===== src/rtl/crc16_byte_step.sv =====
module crc16_byte_step #(
  parameter int WIDTH = 16,
  parameter int DATA_W = 8,
  parameter int STEPS = 8,
  parameter logic [WIDTH-1:0] POLY = 16'h2001
) (
  input  logic             clk,
  input  logic             rst,
  input  logic             start,
  input  logic [WIDTH-1:0] crc_in,
  input  logic [WIDTH-1:0] data_in,
  output logic             busy,
  output logic             done,
  output logic [WIDTH-1:0] crc_out
);
  localparam int CW = $clog2(STEPS + 1);

  logic [WIDTH-1:0] work;
  logic [WIDTH-1:0] rot;
  logic [CW-1:0]    left;
  logic             accept;

  assign rot     = {work[0], work[WIDTH-1:1]};
  assign busy    = (left != '0);
  assign accept  = start && !busy;
  assign crc_out = work;

  always_ff @(posedge clk) begin
    if (rst) begin
      work <= '0;
      left <= '0;
      done <= 1'b0;
    end else begin
      done <= 1'b0;
      if (accept) begin
        work <= crc_in ^ {{(WIDTH-DATA_W){1'b0}}, data_in[DATA_W-1:0]};
        left <= CW'(STEPS);
      end else if (busy) begin
        work <= rot[WIDTH-1] ? (rot ^ POLY) : rot;
        left <= left - 1'b1;
        if (left == CW'(1)) done <= 1'b1;
      end
    end
  end
endmodule



===== config.mk =====
export PLATFORM = sky130hd
export DESIGN_NAME = crc16_byte_step
export DESIGN_NICKNAME = d
export VERILOG_FILES = /design/src/rtl/crc16_byte_step.sv
export SDC_FILE = /design/constraint.sdc
export NUM_CORES = 1
export LEC_CHECK = 0
export BUFFER_PORTS_ARGS = -buffer_cell sky130_fd_sc_hd__buf_2
export CORE_MARGIN = 2
export CORE_UTILIZATION = 46
export CTS_BUF_LIST = sky130_fd_sc_hd__clkbuf_4 sky130_fd_sc_hd__clkbuf_8
export CTS_CLUSTER_SIZE = 12
export DETAILED_ROUTE_END_ITERATION = 8
export GPL_TIMING_DRIVEN = 1
export PLACE_DENSITY = 0.91
export SETUP_SLACK_MARGIN = 0.1
export SLEW_MARGIN = 0
export SYNTH_ARGS = -nofsm -noshare
export SYNTH_HDL_FRONTEND = slang
export SYNTH_SLANG_ARGS = --single-unit

===== constraint.sdc =====
create_clock -name clk -period 1.8 [get_ports clk]
set_input_delay 0 -clock clk [delete_from_list [all_inputs] [get_ports clk]]
set_output_delay 0 -clock clk [all_outputs]
set_load 0.05 [all_outputs]

* After elaboration in Yosys (flattened, before gate mapping)
Index checks and enable logic that the tools add are counted.
Word-level totals: latch bits 0, register bits after elaboration 21, bits in writable memories 0, bits in read-only memories 0, memories kept 0
Operators by class: bitwise logic cells 3, eq/ne operators 1, magnitude comparators 0, reductions and logical operators 6, shifts and indexed selects 0, mux-type cells 6, add/sub/neg operators 1, $mul 0, divide/modulo/power cells 0
Operators by type and width (count):
- 16-bit two-way mux | 3
- 16-bit by 8-bit bitwise XOR with 16-bit output | 1
- 4-bit two-way mux | 2
- 4-bit by 1-bit == test with 1-bit output, second input constant | 1
- 4-bit nonzero test | 1
- 4-bit by 1-bit subtractor with 4-bit output, second input constant | 1
- 3-bit OR reduction | 1
- 2-bit NOT | 1
- 2-bit nonzero test | 1
- 2-bit OR reduction | 1
- 1-bit logical AND | 1
- 1-bit logical NOT | 1
- 1-bit two-way mux | 1
- 1-bit NOT | 1

* Logic depth before layout (Yosys ltp)
depth in word-level cells 4, mapped depth 8, mapped depth without buffers 6

* Least setup slack after synthesis
No wires, ideal clock.
path kind register -> register, start point register left[0], end point register work[0] (netlist: crc_out[0]), clock period less this slack 2.010 ns, path slack -0.210 ns, stages on the path, launching flop included 9, arrival time 1.936 ns, data required time 1.726 ns, cell sequence dfxtp_1 inv_1 ha_1 nor3b_4 inv_2 buf_6 clkbuf_1 nand3b_1 a31oi_1
Between the ends: longest elaborated chain between the ends 4, elaborated cells between the ends (all ways) 5
Ends and longest elaborated chain:
- start: declaration | line 20 | logic [CW-1:0] left;
- start signal: assignment | line 37 | left <= CW'(STEPS);
- start signal: assignment | line 40 | left <= left - 1'b1;
- 4-bit nonzero test * | line 24 | assign busy = (left != '0);
- net busy | line 12 | output logic busy,
- 1-bit logical NOT | line 25 | assign accept = start && !busy;
- 1-bit logical AND | line 25
- 16-bit two-way mux / 2-bit nonzero test (equally long branches)
- end signal: assignment | line 36 | work <= crc_in ^ {{(WIDTH-DATA_W){1'b0}}, data_in[DATA_W-1:0]};
- end signal: assignment | line 39 | work <= rot[WIDTH-1] ? (rot ^ POLY) : rot;
- end: declaration | line 18 | logic [WIDTH-1:0] work;
Mark *: on every way through the listed nets, which the timed path passes. The rest lies on a longest branch. A chain may end at the register's enable or synchronous reset.

* Worst setup path in the final report
start point register left[1], end point register left[1]
Between the ends: longest elaborated chain between the ends 4, elaborated cells between the ends (all ways) 5
Ends and longest elaborated chain:
- parallel branches: the longest is 4 deep, another holds 4-bit by 1-bit subtractor with 4-bit output
Parallel ways; which one is timed is not known.

==> results.sh <==
export IMPL_clk_pin_slew_ps=110
export IMPL_io_pins=53
export IMPL_required_ps=2030
export IMPL_synth_cells=120
export IMPL_finalCritPeriodShare=0.886
export IMPL_die_h_um=51.8
export IMPL_p_per_area_nw_per_um2=1900
export IMPL_critPathArrivalTime_ps=1830
export IMPL_crit_path_max_incr_delay_ps=340
export IMPL_worst_slew_pin_slew_ps=556
export IMPL_outcome="completed"
export IMPL_netlist_area_um2=1050
export IMPL_grt_pass1_wl_um=3770
export IMPL_p_int_mw=1.27
export IMPL_drt_iter0_drc=6
export IMPL_cts_buffer_depth=2
export IMPL_htreeDepth=1
export IMPL_pwr_share_seq=0.304
export IMPL_initial_core_util=0.480
export IMPL_slew_violations=0
export IMPL_drt_total_wl_um=2270
export IMPL_power_frac_comb=0.606
export IMPL_finalNonFillerCells=193
export IMPL_place_inst=185
export IMPL_core_um2=2190
export IMPL_slew_limit_headroom=0.629
export IMPL_worst_path_max_fanout=6
export IMPL_diodes=0
export IMPL_cts_sinks=21
export IMPL_cts_made_buffers=3
export IMPL_start_kind="register"
export IMPL_crit_chain="inv_2 > ha_4 > nor3b_4 > clkinv_4 > or3_4 > a21oi_1"
export IMPL_die_area_um2=2680
export IMPL_root_buffer="clkbuf_4"
export IMPL_cp_end_kind="register"
export IMPL_max_freq_mhz=627
export IMPL_gr_total_overflow=0
export IMPL_worstSetupPathType="register to register"
export IMPL_drive_gt1_frac=0.364
export IMPL_maxCapViolations=0
export IMPL_clk_latency_ps=290
export IMPL_fillers=196
export IMPL_setup_violations=0
export IMPL_grt_pass1_vias=923
export IMPL_syn2layout_area_growth_pct=29.5
export IMPL_yosys_register_bits=21
export IMPL_grtUsageTotal=0.183
export IMPL_vias_per_cell=5.19
export IMPL_num_rows=17
export IMPL_dp_hpwl_um=1600
export IMPL_finalHoldViolations=0
export IMPL_power_switching_mw=1.31
export IMPL_die_x_um=51.8
export IMPL_yosysWarnings=0
export IMPL_vias=1002
export IMPL_yosysUniqueCellTypes=24
export IMPL_io_buffers=44
export IMPL_grt_max_degree=28
export IMPL_drt_pass1_iter_count=4
export IMPL_fin_nets=203
export IMPL_swShare=0.509
export IMPL_grt_setup_unrepaired="no"
export IMPL_drc=0
export IMPL_ctsHoldBuffers=0
export IMPL_ys_seq_area_frac=0.400
export IMPL_antenna_found_initial=0
export IMPL_globalplace_congestion=0.770
export IMPL_critical_path_slowest_cell="dfxtp_1"
export IMPL_tns_ps=0
export IMPL_routedWlPerCell_um=11.8
export IMPL_place_area_um2=1270
export IMPL_p_leak_nw=0.634
export IMPL_hp_class="input pin to register"
export IMPL_ant_nets=0
export IMPL_ir_drop_mv=1.04
export IMPL_pwr_share_clk=0.090
export IMPL_cts_tree="built"
export IMPL_finClkSkew_ps=5.32
export IMPL_final_cell_area_um2=1360
export IMPL_syn_nets=157
export IMPL_syn_area_per_cell_um2=8.76
export IMPL_min_period_ps=1590
[placed cells by master, fill, tap and decap left out, types with 3 or more instances in the layout]
master     n
nor2_1    16
mux2i_1    9
clkbuf_4   4
buf_4      3
buf_2     43
a211oi_1   8
dfxtp_1   20
nand2_1   10
a21oi_1   12
a211o_1    7
xnor2_1    7
[critical path, delay by kind of cell, from the launching register on]
| family | cells | cell delay (ps) |
|---|---|---|
| adders and majority gates | 1 | 150 |
| AOI/OAI and AO/OA | 1 | 140 |
| buffers and inverters | 2 | 220 |
| DFF | 1 | 340 |
| and+or+nand+nor | 2 | 680 |
[worst paths after layout]
kind,start,end,slack [ps],cells past startpoint
setup / recovery,left[1],left[1],210,6
setup reg to reg,left[1],left[1],210,6
hold reg to reg,crc_out[2],crc_out[1],470,2
hold / removal,crc_in[0],crc_out[0],30,4
[Yosys cell counts, drive strengths merged]
master  instances  area, um^2
nor2           16        60.1
a211oi          8        60.1
nor3b           1        18.8
buf             3        21.3
ha              2        25.0
xnor2           7        61.3
nand3b          2        15.0
dfxtp          21         420
nor2b           2        12.5
a31oi           1        6.26
nand2          10        37.5
o21a            1        7.51
nand2b          2        12.5
a211o           7        61.3
a21oi          12        60.1
inv             3        11.3
xor2            2        17.5
nor3            2        10.0
mux2i           9        90.1
nand3           1        5.00
clkbuf          5        18.8
or3             3        18.8
[power by group through the flow]
stage               Clock (mW)  Sequential [mW]  Combinational (mW)
finish                   0.233            0.784                1.56
global route             0.261            0.810                1.70
CTS                      0.240            0.775                1.43
detailed placement           0            0.787                1.41
global placement             0            0.774                1.36
floorplan                    0             1.22               0.743
[per-stage QoR]
stage	utilization	hold WS [ps]	total power [mW]	setup WS (ps)
after CTS	0.597	22.2	2.45	163
after floorplan	-	149	1.96	147
final	0.621	27.7	2.58	205
after detailed placement	0.581	340	2.19	174
after global routing	0.621	45.3	2.78	115
after global placement	0.581	335	2.14	267
[registers in the layout, summed over array words and instances, names as in the netlist]
| register | count |
|---|---|
| left | 4 |
| done | 1 |
| crc_out | 16 |
[repair_timing]
action	in CTS	in global routing
buffers inserted	0	2
resized for setup	2	9
setup endpoints to repair	1	12
cloned	0	2
[area by class of cell]
class | instances | area, um^2 | share of cell area
inverters | 3 | 18.8 | 0.0138
multi-input cells | 88 | 597 | 0.438
clock buffers | 4 | 30.0 | 0.0221
repair inverters | 2 | 10.0 | 0.00735
flip-flops and latches | 21 | 422 | 0.310
repair buffers | 47 | 249 | 0.183
well taps | 28 | 35.0 | 0.0257
[per-layer routing]
metal  GRT usage  part of all wire  vias up
li1            -                 -      509
met4      0.0526            0.0075        0
met5           0                 0        -
met3      0.0345             0.066        2
met1       0.227              0.45      453
met2       0.321              0.48       38
[cell families (layout without fill, tap and decap cells)]
logic type	Yosys count	in the layout	synth area share
muxes	9	9	0.0857
buffers and inverters	11	56	0.0488
adders and majority gates	2	2	0.0238
xor gates and xnor gates	9	9	0.0750
and+or+nand+nor	39	39	0.181
DFF	21	21	0.400
AOI/OAI and AO/OA	29	29	0.186
No activity file was read; power rests on OpenSTA's default activity.
